$ cat config.mk
export PLATFORM = sky130hd
export DESIGN_NAME = keylock_wdt
export DESIGN_NICKNAME = d
export VERILOG_FILES = /design/src/rtl/kwdt_pkg.sv /design/src/rtl/kwdt_regs.sv /design/src/rtl/kwdt_count.sv /design/src/rtl/kwdt_pulse.sv /design/src/rtl/keylock_wdt.sv
export SDC_FILE = /design/constraint.sdc
export NUM_CORES = 1
export LEC_CHECK = 0
export BUFFER_PORTS_ARGS = -buffer_cell sky130_fd_sc_hd__buf_2
export CAP_MARGIN = 20
export CORE_ASPECT_RATIO = 1.1
export CORE_UTILIZATION = 55
export DETAILED_ROUTE_END_ITERATION = 7
export HOLD_SLACK_MARGIN = 0.15
export PLACE_DENSITY = 0.83
export SLEW_MARGIN = 0
export SYNTH_ARGS = -nofsm -noshare
export SYNTH_HDL_FRONTEND = slang
export SYNTH_SLANG_ARGS = --single-unit
$ cat constraint.sdc
create_clock -name clk -period 2.9 [get_ports clk]
set_input_delay 0.145 -clock clk [delete_from_list [all_inputs] [get_ports clk]]
set_output_delay 0.145 -clock clk [all_outputs]
set_load 0.005 [all_outputs]
$ cat src/rtl/kwdt_pkg.sv
package kwdt_pkg;
  localparam int ADDR_W = 8;
  localparam int REG_W  = 16;
  localparam int CNT_W  = 2 * REG_W;

  localparam logic [ADDR_W-1:0] OFS_TMO_LO = 8'h80;
  localparam logic [ADDR_W-1:0] OFS_TMO_HI = 8'h84;
  localparam logic [ADDR_W-1:0] OFS_CTRL   = 8'h88;
  localparam logic [ADDR_W-1:0] OFS_LOCK   = 8'hA0;

  localparam int BIT_RUN   = 1;
  localparam int BIT_RSTEN = 3;

  localparam logic [REG_W-1:0] OPEN_KEY = 16'hE551;
endpackage

$ cat src/rtl/kwdt_regs.sv
module kwdt_regs
  import kwdt_pkg::*;
(
  input  logic              clk,
  input  logic              rst_n,
  input  logic              mod_en_i,
  input  logic              wr_en_i,
  input  logic [ADDR_W-1:0] wr_addr_i,
  input  logic [REG_W-1:0]  wr_data_i,
  input  logic [ADDR_W-1:0] rd_addr_i,
  input  logic              expire_i,
  output logic [REG_W-1:0]  rd_data_o,
  output logic [CNT_W-1:0]  tmo_o,
  output logic              run_o,
  output logic              rsten_o,
  output logic              start_o,
  output logic              kick_o
);
  logic             open_q, open_n;
  logic [REG_W-1:0] lo_q, lo_n, hi_q, hi_n;
  logic             run_q, run_n, rsten_q, rsten_n;
  logic             wr_ok, cfg_ok, wr_lo, wr_hi, wr_ctl;

  always_comb begin
    wr_ok   = wr_en_i & mod_en_i;
    cfg_ok  = wr_ok & open_q;
    wr_lo   = cfg_ok & (wr_addr_i == OFS_TMO_LO);
    wr_hi   = cfg_ok & (wr_addr_i == OFS_TMO_HI);
    wr_ctl  = cfg_ok & (wr_addr_i == OFS_CTRL);
    open_n  = open_q;
    lo_n    = wr_lo ? wr_data_i : lo_q;
    hi_n    = wr_hi ? wr_data_i : hi_q;
    run_n   = run_q;
    rsten_n = rsten_q;
    if (wr_ok && (wr_addr_i == OFS_LOCK))
      open_n = (wr_data_i == OPEN_KEY);
    if (wr_ctl) begin
      run_n   = wr_data_i[BIT_RUN];
      rsten_n = wr_data_i[BIT_RSTEN];
    end else if (expire_i) begin
      run_n = 1'b0;
    end
    start_o = wr_ctl & wr_data_i[BIT_RUN] & ~run_q;
    kick_o  = (wr_lo | wr_hi) & run_q;
  end

  always_ff @(posedge clk or negedge rst_n) begin
    if (!rst_n) begin
      open_q  <= 1'b0;
      lo_q    <= '0;
      hi_q    <= '0;
      run_q   <= 1'b0;
      rsten_q <= 1'b0;
    end else begin
      open_q  <= open_n;
      lo_q    <= lo_n;
      hi_q    <= hi_n;
      run_q   <= run_n;
      rsten_q <= rsten_n;
    end
  end

  always_comb begin
    rd_data_o = '0;
    case (rd_addr_i)
      OFS_TMO_LO: rd_data_o = lo_q;
      OFS_TMO_HI: rd_data_o = hi_q;
      OFS_CTRL: begin
        rd_data_o[BIT_RUN]   = run_q;
        rd_data_o[BIT_RSTEN] = rsten_q;
      end
      OFS_LOCK:   rd_data_o[0] = open_q;
      default:    rd_data_o = '0;
    endcase
  end

  assign tmo_o   = {hi_q, lo_q};
  assign run_o   = run_q;
  assign rsten_o = rsten_q;

  // a locked block keeps its timeout halves
  a_r2_locked_hold: assert property (@(posedge clk) disable iff (!rst_n)
    (wr_en_i && !open_q) |=> ($stable(lo_q) && $stable(hi_q)));

  // only the key opens the block
  a_r3_key_only: assert property (@(posedge clk) disable iff (!rst_n)
    $rose(open_q) |-> ($past(wr_data_i) == OPEN_KEY));
endmodule

$ cat src/rtl/kwdt_count.sv
module kwdt_count
  import kwdt_pkg::*;
(
  input  logic             clk,
  input  logic             rst_n,
  input  logic             tick_i,
  input  logic             run_i,
  input  logic             start_i,
  input  logic             kick_i,
  input  logic [CNT_W-1:0] tmo_i,
  output logic             expire_o
);
  logic [CNT_W-1:0] cnt_q, cnt_n;
  logic             pend_q, pend_n;
  logic             step;

  always_comb begin
    step     = run_i & tick_i & ~start_i;
    cnt_n    = cnt_q;
    pend_n   = pend_q;
    expire_o = 1'b0;
    if (start_i) begin
      cnt_n  = tmo_i;
      pend_n = 1'b0;
    end else if (step) begin
      if (pend_q) begin
        cnt_n  = tmo_i;
        pend_n = 1'b0;
      end else if (cnt_q <= CNT_W'(1)) begin
        cnt_n    = '0;
        expire_o = 1'b1;
      end else begin
        cnt_n = cnt_q - CNT_W'(1);
      end
    end
    if (kick_i && !start_i)
      pend_n = 1'b1;
  end

  always_ff @(posedge clk or negedge rst_n) begin
    if (!rst_n) begin
      cnt_q  <= '0;
      pend_q <= 1'b0;
    end else begin
      cnt_q  <= cnt_n;
      pend_q <= pend_n;
    end
  end

  // a start loads the full timeout
  a_r4_start_load: assert property (@(posedge clk) disable iff (!rst_n)
    start_i |=> (cnt_q == $past(tmo_i)));

  // a plain tick takes exactly one off
  a_r5_decrement: assert property (@(posedge clk) disable iff (!rst_n)
    (run_i && tick_i && !start_i && !kick_i && !pend_q && cnt_q > CNT_W'(1))
      |=> (cnt_q == $past(cnt_q) - CNT_W'(1)));

  // a pending kick reloads on the next tick
  a_r8_kick_reload: assert property (@(posedge clk) disable iff (!rst_n)
    (run_i && tick_i && !start_i && pend_q) |=> (cnt_q == $past(tmo_i)));
endmodule

$ cat src/rtl/kwdt_pulse.sv
module kwdt_pulse #(
  parameter int PULSE_TICKS = 4
) (
  input  logic clk,
  input  logic rst_n,
  input  logic tick_i,
  input  logic fire_i,
  output logic rst_o
);
  localparam int PW = $clog2(PULSE_TICKS + 1);

  logic [PW-1:0] left_q, left_n;
  logic          on_q, on_n;

  always_comb begin
    left_n = left_q;
    on_n   = on_q;
    if (fire_i) begin
      left_n = PW'(PULSE_TICKS);
      on_n   = 1'b1;
    end else if (on_q && tick_i) begin
      left_n = left_q - PW'(1);
      if (left_q == PW'(1))
        on_n = 1'b0;
    end
  end

  always_ff @(posedge clk or negedge rst_n) begin
    if (!rst_n) begin
      left_q <= '0;
      on_q   <= 1'b0;
    end else begin
      left_q <= left_n;
      on_q   <= on_n;
    end
  end

  assign rst_o = on_q;

  // the pulse only starts on an expiry
  a_r6_rise_on_fire: assert property (@(posedge clk) disable iff (!rst_n)
    $rose(on_q) |-> $past(fire_i));

  // the pulse level moves only on ticks or expiry
  a_r6_hold_between: assert property (@(posedge clk) disable iff (!rst_n)
    (!tick_i && !fire_i) |=> $stable(on_q));
endmodule

$ cat src/rtl/keylock_wdt.sv
module keylock_wdt
  import kwdt_pkg::*;
#(
  parameter int PULSE_TICKS = 4
) (
  input  logic              clk,
  input  logic              rst_n,
  input  logic              tick_i,
  input  logic              mod_en_i,
  input  logic              clk_en_i,
  input  logic              wr_en_i,
  input  logic [ADDR_W-1:0] wr_addr_i,
  input  logic [REG_W-1:0]  wr_data_i,
  input  logic [ADDR_W-1:0] rd_addr_i,
  output logic [REG_W-1:0]  rd_data_o,
  output logic              wdt_rst_o
);
  logic             tick_en, expire, run, rsten, start, kick;
  logic [CNT_W-1:0] tmo;

  assign tick_en = tick_i & clk_en_i & mod_en_i;

  kwdt_regs u_regs (
    .clk(clk), .rst_n(rst_n), .mod_en_i(mod_en_i), .wr_en_i(wr_en_i),
    .wr_addr_i(wr_addr_i), .wr_data_i(wr_data_i), .rd_addr_i(rd_addr_i),
    .expire_i(expire), .rd_data_o(rd_data_o), .tmo_o(tmo), .run_o(run),
    .rsten_o(rsten), .start_o(start), .kick_o(kick)
  );

  kwdt_count u_count (
    .clk(clk), .rst_n(rst_n), .tick_i(tick_en), .run_i(run),
    .start_i(start), .kick_i(kick), .tmo_i(tmo), .expire_o(expire)
  );

  kwdt_pulse #(.PULSE_TICKS(PULSE_TICKS)) u_pulse (
    .clk(clk), .rst_n(rst_n), .tick_i(tick_en), .fire_i(expire & rsten),
    .rst_o(wdt_rst_o)
  );

  // no expiry without an enabled tick
  a_r9_gated_expiry: assert property (@(posedge clk) disable iff (!rst_n)
    expire |-> (clk_en_i && mod_en_i));

  // expiry stops the counter
  a_r7_run_clears: assert property (@(posedge clk) disable iff (!rst_n)
    (expire && !wr_en_i) |=> !run);
endmodule

After elaboration in Yosys (flattened, before gate mapping)
Index checks and enable logic that the tools add are counted.
{"block": "totals", "input_bits": 38, "out_inout_bits": 17, "register_bits": 72}
{"block": "classes", "n_eq_ne": 10, "n_mux": 23, "bitwise": 16, "n_addsub": 2, "n_reduce_logical": 10, "magnitude_cmp": 1}
{"op": "$mux W32", "n": 4}
{"op": "$eq A8 B8 Y1 const B", "n": 8}
{"op": "$le A32 B1 Y1 const B", "n": 1}
{"op": "$sub A32 B1 Y32 const B", "n": 1}
{"op": "$pmux W12 S2", "n": 1}
{"op": "$eq A16 B16 Y1 const B", "n": 1}
{"op": "$and A1 B1 Y1", "n": 13}
{"op": "$mux W1", "n": 12}
{"op": "$pmux W1 S3", "n": 3}
{"op": "$reduce_bool A2 Y1", "n": 4}
{"op": "$mux W3", "n": 2}
{"op": "$eq A3 B1 Y1 const B", "n": 1}
{"op": "$logic_and A1 B1 Y1", "n": 3}
{"op": "$reduce_bool A3 Y1", "n": 1}
{"op": "$sub A3 B1 Y3 const B", "n": 1}
{"op": "$not A1 Y1", "n": 2}
{"op": "$pmux W1 S2", "n": 1}
{"op": "$reduce_and A2 Y1", "n": 1}
{"op": "$logic_not A1 Y1", "n": 1}
{"op": "$or A1 B1 Y1", "n": 1}

Depth between registers and ports, before layout
Gate-level depths: netlist of run 1.
{"block": "logic_depth", "depth_word": 12, "depth_mapped": 8, "ltp_nobuf": 7}

Hierarchy
From an unflattened synthesis of run 1, not the netlist that was laid out.
{"block": "unflattened", "hier_cells": 412, "area_unflattened_um2": 4227.8}
{"module": "kwdt_count", "cells_each": 270, "seq_area_each_um2": 825.8, "instances": 1, "area_per_inst_um2": 2240.9}
{"module": "kwdt_regs", "cells_each": 121, "seq_area_each_um2": 875.8, "instances": 1, "area_per_inst_um2": 1759.2}
{"module": "kwdt_pulse", "cells_each": 19, "seq_area_each_um2": 100.1, "instances": 1, "area_per_inst_um2": 215.2}
{"module": "keylock_wdt", "cells_each": 2, "seq_area_each_um2": 0.0, "instances": 1, "area_per_inst_um2": 12.5}

Least setup slack after synthesis of run 1
Ideal clock, no wire load.
{"block": "synth_timing", "kind": "flip-flop to flip-flop", "from": "register u_count.cnt_q[26]", "to": "register u_pulse.left_q[1]", "t_required_ps": 2768, "setup_time_ps": 132, "arrival_ps": 2415, "path_slack_ps": 353, "path_stages_with_launch": 8, "path_buffers": 2, "cell_sequence": "dfrtp_1 -> or4_4 -> or3_4 -> or4_4 -> buf_6 -> buf_6 -> nor4_1 -> nor2_1"}
{"block": "synth_between", "elab_chain_len": 7, "word_cells_on_any_way": 8, "classes_between": "1 x order compare; 5 x mux; 1 x bitwise; 1 x reduce/logical"}
{"element": "start, declared", "line_no": "kwdt_count.sv:13", "text": "logic [CNT_W-1:0] cnt_q, cnt_n;"}
{"element": "start signal, assigned", "line_no": "kwdt_count.sv:45", "text": "cnt_q <= cnt_n;"}
{"element": "$le A32 B1 Y1 (*)", "line_no": "kwdt_count.sv:29", "text": "end else if (cnt_q <= CNT_W'(1)) begin"}
{"element": "$mux W1 (*)", "line_no": "kwdt_count.sv:29"}
{"element": "$mux W1 (*)", "line_no": "kwdt_count.sv:26", "text": "if (pend_q) begin"}
{"element": "$mux W1 (*)", "line_no": "kwdt_count.sv:25", "text": "end else if (step) begin"}
{"element": "$mux W1 (*)", "line_no": "kwdt_count.sv:22", "text": "if (start_i) begin"}
{"element": "$and A1 B1 Y1 (*)", "line_no": "keylock_wdt.sv:36", "text": ".clk(clk), .rst_n(rst_n), .tick_i(tick_en), .fire_i(expire & rsten),"}
{"element": "$mux W3 or $reduce_bool A2 Y1 (tied branches)"}
{"element": "end signal, assigned", "line_no": "kwdt_pulse.sv:33", "text": "left_q <= left_n;"}
{"element": "end, declared", "line_no": "kwdt_pulse.sv:12", "text": "logic [PW-1:0] left_q, left_n;"}
Mark *: on every way between the ends. The rest lies on a longest branch, timed or not.
A chain may end at the register's enable or synchronous reset.

Worst setup path after layout of run 1
{"block": "layout_timing", "from": "register u_count.cnt_q[26]", "to": "register u_pulse.on_q, in the netlist u_pulse.rst_o"}
{"block": "layout_between", "elab_chain_len": 8, "word_cells_on_any_way": 10, "classes_between": "1 x order compare; 5 x mux; 1 x bitwise; 3 x reduce/logical"}
{"element": "$le A32 B1 Y1 (*)", "line_no": "kwdt_count.sv:29"}
{"element": "$mux W1 (*)", "line_no": "kwdt_count.sv:29"}
{"element": "$mux W1 (*)", "line_no": "kwdt_count.sv:26"}
{"element": "$mux W1 (*)", "line_no": "kwdt_count.sv:25"}
{"element": "$mux W1 (*)", "line_no": "kwdt_count.sv:22"}
{"element": "$and A1 B1 Y1 (*)", "line_no": "keylock_wdt.sv:36"}
{"element": "$reduce_bool A2 Y1 (no line)"}
{"element": "$reduce_and A2 Y1 (no line)"}
{"element": "end signal, assigned", "line_no": "kwdt_pulse.sv:34", "text": "on_q <= on_n;"}
{"element": "end, declared", "line_no": "kwdt_pulse.sv:13", "text": "logic on_q, on_n;"}
Marked as above.

==> flow_metrics.tcl, run 1 <==
set metrics [dict create \
    status "finished clean" \
    clkTransAtPathRegs_ns 0.08 \
    r2r_start "u_count.cnt_q[26]" \
    cp-start-kind "flip-flop" \
    cts_resized 0 \
    wire_per_inst_um 21.84 \
    cp_max_fo 21 \
    htreeDepth 3 \
    hold_depth 4 \
    yosysUniqueCellTypes 56 \
    crit_path_cell_trace "or4_4, or3_4, or4_4, or4_4, nand2_1" \
    drtAntennaViolNets 0 \
    crit_required_ns 3.19 \
    min_path_type "input pin to flip-flop" \
    gp_congestion 0.9918 \
    die_w_um 84.59 \
    drive_gt1_frac 0.2789 \
    dieArea_mm2 0.007853 \
    syn_to_final_growth_pct 21.16 \
    grt-ovfl-total 0 \
    synth_edf_count 0 \
    grt_pass1_vias 4050 \
    fin_crit_sh 0.9395 \
    vias_per_cell 7.114 \
    finalInstanceArea_mm2 0.005000 \
    drt_iter0_drc 672 \
    start_util 0.5790 \
    worst_pin_slew_ns 1.005 \
    synth_ff_type "dfrtp_1" \
    worst-setup-path-type "flip-flop to flip-flop" \
    via_count 4176 \
    cts_tree "built" \
    globalRouteTotalUtil 0.3499 \
    core-area_mm2 0.007127 \
    crit_top_cell "or4_4" \
    synth.yosys.warnings 0 \
    nFillCells 492 \
    rows 32 \
    io_buffer_count 54 \
    syn_nets 456 \
    antennaDiodeCount 0 \
    antenna_found_initial 0 \
    grt_pass1_wl_um 21150 \
    ys_seq_elements 72 \
    critPathArrivalTime_ns 3.02 \
    critPathCaptureType "flip-flop" \
    slew_headroom 0.3302 \
    post-cts-setup-buffer-count 0 \
    p_per_area_mw_per_mm2 466.2 \
    max_freq_mhz 367.0 \
    fin_worst_skew_ns 0.006822 \
    synthArstFlopShare 1.000 \
    io_pins 55 \
    max_stage_delay_ns 0.68 \
    max_cap_viol_count 0 \
    ir_worst_vdd_mv 0.4985 \
    setup_violations 0 \
    dr.pass1.iters 6 \
    cp_top_family "simple AND/OR/NAND/NOR gates" \
    cts_buffers 9 \
    hold_viol 0 \
    worstRegToRegCells 5 \
    routed_wl_um 12820 \
    cts_buffer_depth 2 \
    place_area_mm2 0.004588 \
    slew_viol_final 0 \
    ys_seq_area_frac 0.4366 \
    mostFrequentLayoutCell "dfrtp_1" \
    fin_setup_tns_ns 0 \
    slowest_stage "or4_4" \
    syn_inst 414 \
    pre_cts_slack_ns 0.2251 \
    final_util 0.7015 \
    rsz0062_at_grt "no" \
    die_y_um 92.85 \
    synth_area_mm2 0.004126 \
    hpwl_um 8413 \
    final.setup.worst_slack_ns 0.1753 \
    final_nets 539 \
    clk_root_buffer_cell "clkbuf_8" \
    leakage_nw 2.271 \
    most-common-layout-cells "dfrtp_1 (72), buf_2 (54), nand2_1 (36)" \
    crit_start "u_count.cnt_q[26]" \
    cp.depth 5 \
    drc_errors 0 \
    grt_max_degree 34 \
    avgSynthCellArea_um2 9.967 \
    cts_sinks 72 \
    period_minus_slack_ns 2.725 \
    path_buf_inv 0 \
    hp-start "wr_addr_i[3]" \
    cts_hold_buf 17 \
    worstSkewPairLatency_ns 0.35 \
]
metal layers:
layer | track usage | vias to the layer above | routed length [um]
met2 | 0.5556 | 301 | 5978
met4 | 0.1638 | 0 | 599
li1 | - | 1802 | -
met3 | 0.07576 | 71 | 1404
met1 | 0.4593 | 2002 | 4838
met5 | 0 | - | 0
final timing paths:
kind | slack, ns | end
worst min-delay path | 0.20 | u_count.pend_q
min in group asynchronous | 0.39 | u_count.cnt_q[17]
worst max-delay path | 0.18 | u_pulse.rst_o
max in group asynchronous | 1.74 | u_count.cnt_q[6]
worst max register to register | 0.18 | u_pulse.rst_o
worst min register to register | 0.53 | u_pulse.left_q[1]
cell families after synthesis:
logic type	after synthesis	synth area share
simple gates	157	0.2195
compound gates	107	0.1962
flops	72	0.4366
buf+inv	38	0.03881
mux	34	0.09248
fa+ha+maj	4	0.01213
xor+xnor	2	0.004246
worst register-to-register path: stages (launching register included):
cell	delay, ns
dfrtp_1	0.42
or4_4	0.57
or3_4	0.35
or4_4	0.68
or4_4	0.57
nand2_1	0.08
sequential cells by signal (all words and copies together), names as in the netlist:
name            flops
u_regs.hi_q        16
u_regs.run_o        1
u_pulse.left_q      3
u_regs.lo_q        16
u_count.pend_q      1
u_regs.rsten_o      1
u_pulse.rst_o       1
u_regs.open_q       1
u_count.cnt_q      32
through the flow:
stage | instances | hold slack, ns | total power, mW
floorplan | 414 | -0.1506 | 1.237
global placement | 554 | 0.2137 | 1.341
detailed placement | 554 | 0.2248 | 1.351
CTS | 587 | 0.1925 | 2.328
global route | 587 | 0.2243 | 2.418
finish | 587 | 0.2035 | 2.331
area by class of cell:
class                      count  area (um2)  share of cell area
clock buffer                   9       123.9             0.02477
clock inverter                 7       117.6             0.02352
inverter                      16       60.06             0.01201
multi-input combinational    304        2177              0.4354
sequential                    72        1802              0.3604
tap                           85       106.4             0.02127
timing repair buffer          94       613.1              0.1226
where the power goes:
group | internal (mW) | switching [mW] | leakage [nW]
Clock | 0.573 | 0.393 | 0.124
Combinational | 0.118 | 0.155 | 1.19
Sequential | 1.05 | 0.0450 | 0.956
Total | 1.74 | 0.593 | 2.27
cell usage after synthesis (all sizes together) (14+ instances only):
master / count / share of area
nand2: 36 / 0.033
mux2: 33 / 0.090
nand3: 16 / 0.019
nor2: 17 / 0.015
or4: 16 / 0.032
nand4: 14 / 0.021
o21ai: 16 / 0.020
inv: 16 / 0.015
dfrtp: 72 / 0.44
clkbuf: 17 / 0.015
nor3: 18 / 0.022
a22oi: 21 / 0.038
No activity file was read; power rests on OpenSTA's default activity.
==> run 2, diff against run 1 <==
--- a/config.mk
+++ b/config.mk
@@ -5,13 +5,14 @@
 export SDC_FILE = /design/constraint.sdc
 export NUM_CORES = 1
 export LEC_CHECK = 0
+export ABC_AREA = 1
 export BUFFER_PORTS_ARGS = -buffer_cell sky130_fd_sc_hd__buf_2
 export CAP_MARGIN = 20
 export CORE_ASPECT_RATIO = 1.1
 export CORE_UTILIZATION = 55
 export DETAILED_ROUTE_END_ITERATION = 7
 export HOLD_SLACK_MARGIN = 0.15
-export PLACE_DENSITY = 0.83
+export PLACE_DENSITY = 0.82
 export SLEW_MARGIN = 0
 export SYNTH_ARGS = -nofsm -noshare
 export SYNTH_HDL_FRONTEND = slang
==> run 2 against run 1 <==
  * Worst setup slack improved by 0.65 ns
  * Die area is 8.5% higher
  * Via count is 5.1% higher
  * Clock power is 6.5% lower
==> flow_metrics.tcl, run 2 <==
set metrics [dict create \
    hold_depth 6 \
    synth_area_leaders "dfrtp_1 (40%), nand2_1 (15%), nor2_1 (10%), inv_1 (6.1%), o21ai_0 (4.6%)" \
    grt_pass1_wl_um 20030 \
    htreeDepth 3 \
    slew_headroom 0.4422 \
    worstSkewPairLatency_ns 0.36 \
    reg.largest.list "u_count.cnt_q: 32 flops, u_regs.hi_q: 16 flops, u_regs.lo_q: 16 flops" \
    synthArstFlopShare 1.000 \
    grt_pass1_vias 4213 \
    syn_nets 686 \
    p_comb_frac 0.146 \
    routed_wl_um 11800 \
    ys_seq_elements 72 \
    slew_viol_final 0 \
    critPathArrivalTime_ns 2.37 \
    rsz0062_at_grt "no" \
    period_minus_slack_ns 2.075 \
    clk_root_buffer_cell "clkbuf_8" \
    drc_errors 0 \
    r2r_start "u_count.cnt_q[0]" \
    dr.pass1.iters 5 \
    wire_per_inst_um 14.32 \
    fin_setup_tns_ns 0 \
    antenna_found_initial 0 \
    fin_worst_skew_ns 0.008205 \
    status "finished clean" \
    power.share.clock 0.396 \
    multi_input_area_mm2 0.002242 \
    io_pins 55 \
    cts_tree "built" \
    io_buffer_count 54 \
    worstHoldEndpoint "u_regs.run_o" \
    synth_edf_count 0 \
    largest_reg_flops 32 \
    cts_resized 0 \
    syn_inst 644 \
    worstRegToRegCells 11 \
    max_freq_mhz 482.0 \
    synthTopCellsByCount "nand2_1 (180), nor2_1 (125), inv_1 (73)" \
    swShare 0.2852 \
    clkTransAtPathRegs_ns 0.08 \
    drt_iter0_drc 303 \
    fin_crit_sh 0.7154 \
    p_per_area_mw_per_mm2 438.2 \
    synth_area_leader_cell "dfrtp_1" \
    p_sw_uw 650.2 \
    max_cap_viol_count 0 \
    hp-start "wr_addr_i[1]" \
    vias_per_cell 5.328 \
    hpwl_um 8106 \
    die_y_um 96.72 \
    r2r-end "u_count.cnt_q[31]" \
    antennaDiodeCount 0 \
    ys_seq_area_frac 0.4017 \
    netlist.area_leader.share 0.4017 \
    seqCellArea_mm2 0.001802 \
    start_util 0.5669 \
    synth_area_mm2 0.004486 \
    nFillCells 685 \
    mostFrequentLayoutCell "nand2_1" \
    critPathCaptureType "flip-flop" \
    slowest_stage "nor2_4" \
    rows 34 \
    final_nets 753 \
    hold_viol 0 \
    grt_max_degree 66 \
    syn_to_final_growth_pct 15.98 \
    worst-setup-path-type "flip-flop to flip-flop" \
    r2r_setup_slack_ns 0.83 \
    whs_ns 0.2283 \
    dieArea_mm2 0.008521 \
    globalRouteTotalUtil 0.3056 \
    cp-start-kind "flip-flop" \
    via_count 4390 \
    min_path_type "input pin to flip-flop" \
    die_w_um 88.11 \
    setup_violations 0 \
    cts_buffer_depth 2 \
    cts_sinks 72 \
    gp_congestion 0.9045 \
    most-common-layout-cells "nand2_1 (180), nor2_1 (125), inv_1 (73)" \
    crit_required_ns 3.19 \
    max_stage_delay_ns 0.56 \
    worst_pin_slew_ns 0.8358 \
    drtAntennaViolNets 0 \
    leakage_nw 2.655 \
    yosysUniqueCellTypes 35 \
    core-area_mm2 0.007913 \
    synth_ff_type "dfrtp_1" \
    largest_register "u_count.cnt_q" \
    avgSynthCellArea_um2 6.965 \
    drive_gt1_frac 0.1201 \
    synth.yosys.warnings 0 \
    cts_buffers 9 \
    crit_path_cell_trace "inv_1, ha_1, inv_1, nand2_1, nand2_1, nor2_1, nand3_2, nor2_2, nor2_4, nand3_1, a21oi_1" \
    cp_max_fo 32 \
    power_frac_seq 0.458 \
    p_int_mw 1.630 \
    yosysMostFrequentCell "nand2_1" \
    grt-ovfl-total 0 \
    ir_worst_vdd_mv 0.3359 \
]
[run 2: cell count changes after synthesis, moves of 9 or more]
| cell | before | now |
|---|---|---|
| nor2_1 | 17 | 125 |
| or4_1 | 13 | 0 |
| nand2_1 | 36 | 180 |
| inv_1 | 16 | 73 |
| clkbuf_1 | 17 | 2 |
| mux2_2 | 33 | 0 |
| a31oi_1 | 9 | 0 |
| xor2_1 | 1 | 11 |
| a22oi_1 | 21 | 0 |
| o21ai_0 | 15 | 41 |
| a21oi_1 | 5 | 31 |
| nor3_1 | 18 | 2 |
[run 2: per-layer routing]
| metal | vias to the layer above | wire, um | global-route usage |
|---|---|---|---|
| met3 | 27 | 642 | 0.05290 |
| met1 | 2034 | 5190 | 0.4132 |
| met2 | 163 | 5649 | 0.4884 |
| li1 | 2166 | - | - |
| met5 | - | 0 | 0 |
| met4 | 0 | 316 | 0.1141 |
[run 2: worst max path at each step]
stage                                 from           endpoint  cells past startpoint
after CTS                 u_count.cnt_q[0]  u_count.cnt_q[31]                     11
after floorplan           u_count.cnt_q[0]  u_count.cnt_q[17]                     13
after global placement    u_count.cnt_q[0]  u_count.cnt_q[29]                     11
after global routing      u_count.cnt_q[0]  u_count.cnt_q[26]                     11
after detailed placement  u_count.cnt_q[0]  u_count.cnt_q[31]                     11
final                     u_count.cnt_q[0]  u_count.cnt_q[31]                     11
[run 2: repair_timing]
action                    CTS  global route
hold buffers               22             0
hold endpoints to repair   70             0
setup buffers               0             0
[run 2: cells by family (layout without fill, tap and decap cells)]
kind of cell               count (synthesis)  count (layout)  synth area share
buffers and inverters                     97             169           0.09846
xor gates and xnor gates                  19              19           0.03710
and+or+nand+nor                          360             360            0.3336
adders and majority gates                  4               4           0.01116
DFF                                       72              72            0.4017
AOI/OAI and AO/OA                         92              92            0.1180
[run 2: area by class of cell]
| type | instances | share of cell area |
|---|---|---|
| flip-flops and latches | 72 | 0.3463 |
| well taps | 108 | 0.02597 |
| multi-input cells | 475 | 0.4310 |
| clock buffers | 10 | 0.02453 |
| clock inverters | 6 | 0.01780 |
| inverters | 74 | 0.05339 |
| repair buffers | 79 | 0.1010 |
[run 2: through the flow]
step                      power, mW    util  area, um2  setup slack, ns  cells
after global routing          2.374  0.6575       5202           0.6135    824
after detailed placement      1.367  0.6018       4762           0.8608    786
after floorplan               1.264       -       4486            1.204    644
final                         2.280  0.6575       5202           0.8254    824
after global placement        1.362  0.6018       4762           0.8993    786
after CTS                     2.279  0.6575       5202           0.8350    824
[run 2: critical path, delay by kind of cell, from the launching register on]
family | cells | cell delay, ns
compound gates | 1 | 0.16
fa+ha+maj | 1 | 0.29
flops | 1 | 0.39
simple gates | 7 | 0.99
buf+inv | 2 | 0.17
[run 2: power by group through the flow]
stage | Sequential [mW] | Clock [mW] | Combinational (mW)
floorplan | 1.06 | 0 | 0.208
global placement | 1.06 | 0 | 0.299
detailed placement | 1.06 | 0 | 0.303
CTS | 1.04 | 0.908 | 0.327
global route | 1.05 | 0.948 | 0.379
finish | 1.04 | 0.903 | 0.332
